[config.mk]
export PLATFORM = sky130hd
export DESIGN_NAME = ifetch_ctrl
export DESIGN_NICKNAME = d
export VERILOG_FILES = /design/src/rtl/ifetch_pkg.sv /design/src/rtl/ifetch_rst_sync.sv /design/src/rtl/ifetch_fsm.sv /design/src/rtl/ifetch_regs.sv /design/src/rtl/ifetch_ctrl.sv
export SDC_FILE = /design/constraint.sdc
export NUM_CORES = 1
export LEC_CHECK = 0
export CORE_MARGIN = 2
export CORE_UTILIZATION = 50
export DETAILED_ROUTE_END_ITERATION = 16
export DONT_BUFFER_PORTS = 1
export SLEW_MARGIN = 20
export SYNTH_ARGS = -nofsm -noshare
export SYNTH_HDL_FRONTEND = slang
export SYNTH_SLANG_ARGS = --single-unit
[constraint.sdc]
create_clock -name clk -period 1.88 [get_ports clk]
set_input_delay 0.564 -clock clk [delete_from_list [all_inputs] [get_ports clk]]
set_output_delay 0.564 -clock clk [all_outputs]
set_load 0.02 [all_outputs]
[src/rtl/ifetch_pkg.sv]
package ifetch_pkg;

  typedef enum logic [2:0] {
    ST_IDLE   = 3'd0,
    ST_ADDR   = 3'd1,
    ST_READ   = 3'd2,
    ST_LOADIR = 3'd3,
    ST_BUMP   = 3'd4
  } fetch_state_e;

  localparam int NSRC    = 3;
  localparam int SRC_PC  = 0;
  localparam int SRC_MDR = 1;
  localparam int SRC_INC = 2;

endpackage

[src/rtl/ifetch_rst_sync.sv]
module ifetch_rst_sync #(
  parameter int STAGES = 2
) (
  input  logic clk,
  input  logic rst_n,
  output logic rst_n_sync
);

  logic [STAGES-1:0] shreg;

  always_ff @(posedge clk or negedge rst_n) begin
    if (!rst_n) shreg <= '0;
    else        shreg <= {shreg[STAGES-2:0], 1'b1};
  end

  assign rst_n_sync = shreg[STAGES-1];

endmodule

[src/rtl/ifetch_fsm.sv]
module ifetch_fsm
  import ifetch_pkg::*;
(
  input  logic            clk,
  input  logic            rst_n,
  input  logic            run,
  input  logic            mem_rdy,
  output logic [NSRC-1:0] drv,
  output logic            ld_mar,
  output logic            ld_mdr,
  output logic            ld_ir,
  output logic            ld_pc,
  output logic            mem_rd,
  output logic            mem_wr,
  output logic            fetch_done
);

  fetch_state_e state_q, state_d;
  logic         done_q, done_d;

  // next-state and decode
  always_comb begin
    state_d = state_q;
    drv     = '0;
    ld_mar  = 1'b0;
    ld_mdr  = 1'b0;
    ld_ir   = 1'b0;
    ld_pc   = 1'b0;
    mem_rd  = 1'b0;
    mem_wr  = 1'b0;
    done_d  = 1'b0;
    unique case (state_q)
      ST_IDLE: begin
        if (run) state_d = ST_ADDR;
      end
      ST_ADDR: begin
        drv[SRC_PC] = 1'b1;
        ld_mar      = 1'b1;
        state_d     = ST_READ;
      end
      ST_READ: begin
        mem_rd = 1'b1;
        if (mem_rdy) begin
          ld_mdr  = 1'b1;
          state_d = ST_LOADIR;
        end
      end
      ST_LOADIR: begin
        drv[SRC_MDR] = 1'b1;
        ld_ir        = 1'b1;
        state_d      = ST_BUMP;
      end
      ST_BUMP: begin
        drv[SRC_INC] = 1'b1;
        ld_pc        = 1'b1;
        done_d       = 1'b1;
        state_d      = run ? ST_ADDR : ST_IDLE;
      end
      default: state_d = ST_IDLE;
    endcase
  end

  always_ff @(posedge clk or negedge rst_n) begin
    if (!rst_n) begin
      state_q <= ST_IDLE;
      done_q  <= 1'b0;
    end else begin
      state_q <= state_d;
      done_q  <= done_d;
    end
  end

  assign fetch_done = done_q;


  bus_onehot_chk: assert property (@(posedge clk) disable iff (!rst_n)
    $onehot0(drv));


  rd_hold_chk: assert property (@(posedge clk) disable iff (!rst_n)
    (mem_rd && !mem_rdy) |=> mem_rd);


  rd_release_chk: assert property (@(posedge clk) disable iff (!rst_n)
    (mem_rd && mem_rdy) |=> !mem_rd);


  done_pulse_chk: assert property (@(posedge clk) disable iff (!rst_n)
    fetch_done |=> !fetch_done);


  no_write_chk: assert property (@(posedge clk) disable iff (!rst_n)
    !mem_wr);


  idle_quiet_chk: assert property (@(posedge clk) disable iff (!rst_n)
    (state_q == ST_IDLE) |-> (!mem_rd && drv == '0));

endmodule

[src/rtl/ifetch_regs.sv]
module ifetch_regs
  import ifetch_pkg::*;
#(
  parameter int AW = 8,
  parameter int DW = 8
) (
  input  logic            clk,
  input  logic            rst_n,
  input  logic [NSRC-1:0] drv,
  input  logic            ld_mar,
  input  logic            ld_mdr,
  input  logic            ld_ir,
  input  logic            ld_pc,
  input  logic [DW-1:0]   mem_rdata,
  output logic [AW-1:0]   mar_q,
  output logic [DW-1:0]   mdr_q,
  output logic [DW-1:0]   ir_q,
  output logic [AW-1:0]   pc_q
);

  localparam int BW = (AW > DW) ? AW : DW;

  logic [BW-1:0] src    [NSRC];
  logic [BW-1:0] masked [NSRC];
  logic [BW-1:0] bus;
  logic [AW-1:0] pc_inc;

  assign pc_inc       = pc_q + {{(AW-1){1'b0}}, 1'b1};
  assign src[SRC_PC]  = BW'(pc_q);
  assign src[SRC_MDR] = BW'(mdr_q);
  assign src[SRC_INC] = BW'(pc_inc);

  genvar g;
  generate
    for (g = 0; g < NSRC; g++) begin : g_gate
      assign masked[g] = src[g] & {BW{drv[g]}};
    end
  endgenerate

  always_comb begin
    bus = '0;
    for (int i = 0; i < NSRC; i++) bus = bus | masked[i];
  end

  // register process with explicit enables
  always_ff @(posedge clk or negedge rst_n) begin
    if (!rst_n) begin
      mar_q <= '0;
      mdr_q <= '0;
      ir_q  <= '0;
      pc_q  <= '0;
    end else begin
      if (ld_mar) mar_q <= bus[AW-1:0];
      if (ld_mdr) mdr_q <= mem_rdata;
      if (ld_ir)  ir_q  <= bus[DW-1:0];
      if (ld_pc)  pc_q  <= bus[AW-1:0];
    end
  end


  addr_ready_chk: assert property (@(posedge clk) disable iff (!rst_n)
    ld_mdr |-> (mar_q == pc_q));


  pc_step_chk: assert property (@(posedge clk) disable iff (!rst_n)
    ld_pc |=> (pc_q == $past(pc_inc)));


  pc_hold_chk: assert property (@(posedge clk) disable iff (!rst_n)
    !ld_pc |=> $stable(pc_q));


  ir_from_mdr_chk: assert property (@(posedge clk) disable iff (!rst_n)
    ld_ir |=> (ir_q == $past(mdr_q)));

endmodule

[src/rtl/ifetch_ctrl.sv]
module ifetch_ctrl
  import ifetch_pkg::*;
#(
  parameter int AW = 8,
  parameter int DW = 8
) (
  input  logic            clk,
  input  logic            rst_n,
  input  logic            run,
  input  logic            mem_rdy,
  input  logic [DW-1:0]   mem_rdata,
  output logic [AW-1:0]   mem_addr,
  output logic [DW-1:0]   mem_wdata,
  output logic            mem_rd,
  output logic            mem_wr,
  output logic [AW-1:0]   pc_q,
  output logic [DW-1:0]   ir_q,
  output logic [NSRC-1:0] bus_drv,
  output logic            fetch_done
);

  logic rst_n_int;
  logic ld_mar, ld_mdr, ld_ir, ld_pc;

  ifetch_rst_sync #(.STAGES(2)) u_rst (
    .clk        (clk),
    .rst_n      (rst_n),
    .rst_n_sync (rst_n_int)
  );

  ifetch_fsm u_fsm (
    .clk        (clk),
    .rst_n      (rst_n_int),
    .run        (run),
    .mem_rdy    (mem_rdy),
    .drv        (bus_drv),
    .ld_mar     (ld_mar),
    .ld_mdr     (ld_mdr),
    .ld_ir      (ld_ir),
    .ld_pc      (ld_pc),
    .mem_rd     (mem_rd),
    .mem_wr     (mem_wr),
    .fetch_done (fetch_done)
  );

  ifetch_regs #(.AW(AW), .DW(DW)) u_regs (
    .clk       (clk),
    .rst_n     (rst_n_int),
    .drv       (bus_drv),
    .ld_mar    (ld_mar),
    .ld_mdr    (ld_mdr),
    .ld_ir     (ld_ir),
    .ld_pc     (ld_pc),
    .mem_rdata (mem_rdata),
    .mar_q     (mem_addr),
    .mdr_q     (mem_wdata),
    .ir_q      (ir_q),
    .pc_q      (pc_q)
  );


  rd_rise_addr_chk: assert property (@(posedge clk) disable iff (!rst_n_int)
    $rose(mem_rd) |-> (mem_addr == pc_q));

endmodule

==> impl_metrics.py <==
metrics = {
    "finish": {
        "drive_above_1_share_pct": 28.46,
        "fin_util_pct": 58.07,
        "syn2layout_area_growth_pct": 8.670,
        "instances_no_fill": 154,
        "antenna_cells": 0,
        "nNetsFinal": 135,
    },
    "sta": {
        "fin_hold_ws_ps": 275.6,
        "finalMaxSlewViolations": 0,
        "finClkSkew_ps": 7.489,
        "setup_violations": 0,
        "fmax_mhz": 561.1,
        "timing.final.crit_share_pct": 94.79,
        "tns_ps": 0,
        "hold_viol": 0,
        "rsz0062_at_grt": "false",
        "fin_crit_ps": 1782,
    },
    "place": {
        "gp_congestion": 0.6790,
        "portBuffers": 0,
        "hpwlAfterDp_mm": 1.839,
        "dp.cells": 145,
    },
    "power_and_ir_drop": {
        "vdd_drop_max_uv": 1417,
        "finalPower_uw": 2705,
        "leakage_uw": 0.0007789,
        "power_density_mw_per_mm2": 1675,
    },
    "floorplanning": {
        "core-area_mm2": 0.002781,
        "start_util_pct": 53.44,
        "rows": 19,
        "die_height_um": 58.53,
        "dieArea_mm2": 0.003425,
        "io_pins": 50,
        "die_width_um": 58.53,
    },
    "route": {
        "wl_mm": 2.523,
        "drt_first_iter_violations": 25,
        "vias_per_cell": 5.623,
        "wire_per_inst_um": 16.38,
        "drc_errors": 0,
        "dr.pass1.iters": 4,
        "dr_total_vias": 866,
        "ant_nets": 0,
    },
    "grt": {
        "antenna_found_initial": 0,
        "grt_max_degree": 37,
        "grt.overflow.total": 0,
        "grt_pass1_wl_mm": 4.160,
        "grt_use_total_pct": 16.75,
        "grt_pass1_vias": 898,
    },
    "synth": {
        "syn_area_mm2": 0.001486,
        "netlist-cell-type-count": 23,
        "yosys_warnings": 0,
        "ys_ff_latch": 38,
        "synthesis.nets": 127,
        "synth_seq_area_share_pct": 63.97,
        "syn_inst": 114,
        "syn_avg_cell_area_um2": 13.04,
    },
    "cts": {
        "clk_pin_slew_ps": 110,
        "root_buffer": "clkbuf_4",
        "clk_path_buf_depth": 2,
        "clock_sinks": 38,
        "numCtsBuffers": 5,
        "cts_tree": "done",
        "htreeDepth": 2,
        "cts_setup_buffers": 0,
        "clock_latency_ps": 330,
    },
    "worst_setup_path": {
        "r2r_cells": 3,
        "critical_path_class": "flip-flop to output pin",
        "rrSetupSlack_ps": 240,
        "crit_start": "u_fsm.state_q[1]$_DFFE_PN0P_",
        "critPathMaxFanout": 10,
        "r2r-start": "u_fsm.state_q[0]$_DFFE_PN0P_",
        "arrival_ps": 1220,
        "worstSetupEndpoint": "bus_drv[0]",
        "endpoint_kind": "output pin",
        "reg2reg_to": "u_regs.mdr_q[0]$_DFFE_PN0P_",
        "required_ps": 1320,
        "cp-start-kind": "flip-flop",
    },
    "outcome": {
        "status": "complete, no violations",
    },
    "job": {
        "cap_viol_max_count": 0,
    },
    "worst_hold_path": {
        "min_path_type": "flip-flop to async pin",
    },
}
-- synthesized netlist by cell type --
cell,number,area (µm²)
conb_1,2,7.510
nor2_1,1,3.750
a21oi_1,1,5.000
and3_1,1,6.260
buf_2,1,5.000
xnor2_1,6,52.55
mux2_2,17,191.4
or2_2,1,6.260
nor3b_1,1,7.510
nand2_1,25,93.84
nand3_1,1,5.000
clkinv_1,1,3.750
ha_1,1,12.51
and4_1,1,8.760
nor3b_2,1,12.51
nand4_1,4,25.02
xor2_1,1,8.760
inv_1,1,3.750
nor3b_4,1,18.77
dfrtp_1,38,950.9
nand2b_1,2,12.51
nand3b_1,2,15.01
buf_4,4,30.03
-- placed cells by master (no fill, tap or decap), drive strengths merged, types with 2 or more instances in the layout --
cell type	instances
conb	2
nand4	4
mux2	17
nand2b	2
buf	5
nand2	25
clkinv	2
nor3b	3
xnor2	6
clkbuf	7
nand3b	2
dfrtp	38
-- per-layer routing --
| layer | GRT usage (%) | vias to the layer above | wire, µm |
|---|---|---|---|
| li1 | - | 391 | - |
| met5 | 0 | - | 0 |
| met3 | 7.253 | 8 | 250 |
| met2 | 25.52 | 40 | 1226 |
| met4 | 8.970 | 0 | 59 |
| met1 | 20.12 | 427 | 987 |
-- repair_timing --
item                                   in CTS  in global routing
gates cloned                                0                  0
setup endpoints to repair                   1                  3
endpoints found under the hold margin       2                  0
resized for setup                           1                  3
hold buffers                                1                  0
-- power by group --
part	internal (µW)	switching, µW	total, µW
Sequential	1080	549	1630
Clock	181	242	423
Combinational	327	325	652
-- final cells by class --
type / instances / area (µm²)
inverter: 2 / 7.507
clock buffer: 7 / 55.05
sequential: 38 / 952.2
timing repair buffer: 6 / 51.30
multi-input combinational: 69 / 505.5
fill: 252 / 1166
tap: 31 / 38.79
clock inverter: 1 / 5.005
-- through the flow --
step | setup slack [ps] | cell area [µm²]
floorplan | 184.3 | 1486
global placement | 336.0 | 1533
detailed placement | 276.9 | 1533
CTS | 28.72 | 1605
global route | 1.850 | 1615
finish | 97.92 | 1615
-- worst min path at each step --
stage	slack (ps)	to	cells past startpoint	start
6_report	280	u_regs.pc_q[5]$_DFFE_PN0P_	1	u_rst.shreg[1]$_DFF_PN0_
2_1_floorplan	270	u_rst.shreg[0]$_DFF_PN0_	0	rst_n
4_1_cts	290	u_regs.pc_q[5]$_DFFE_PN0P_	1	u_rst.shreg[1]$_DFF_PN0_
3_5_place_dp	270	u_rst.shreg[0]$_DFF_PN0_	0	rst_n
5_1_grt	330	u_regs.mdr_q[7]$_DFFE_PN0P_	1	u_rst.shreg[1]$_DFF_PN0_
3_3_place_gp	270	u_rst.shreg[0]$_DFF_PN0_	0	rst_n
-- cell families after synthesis --
logic type	after synthesis	synth area share, %
xor+xnor	7	4.125
flops	38	63.97
compound gates	1	0.3364
other cells	2	0.5052
fa+ha+maj	1	0.8416
mux	17	12.88
simple gates	41	14.48
buf+inv	7	2.861
-- state kept, by name (all words and copies together), names as in the netlist --
signal,cells
u_regs.pc_q,8
u_rst.shreg,2
u_regs.mdr_q,8
u_fsm.state_q,3
u_regs.ir_q,8
u_fsm.fetch_done,1
u_regs.mar_q,8
-- worst max-delay path, stage by stage (launching register included) --
cell and delay, ps:
dfrtp_1 460, nor3b_2 230, buf_6 200
No activity file was read; power rests on OpenSTA's default activity.
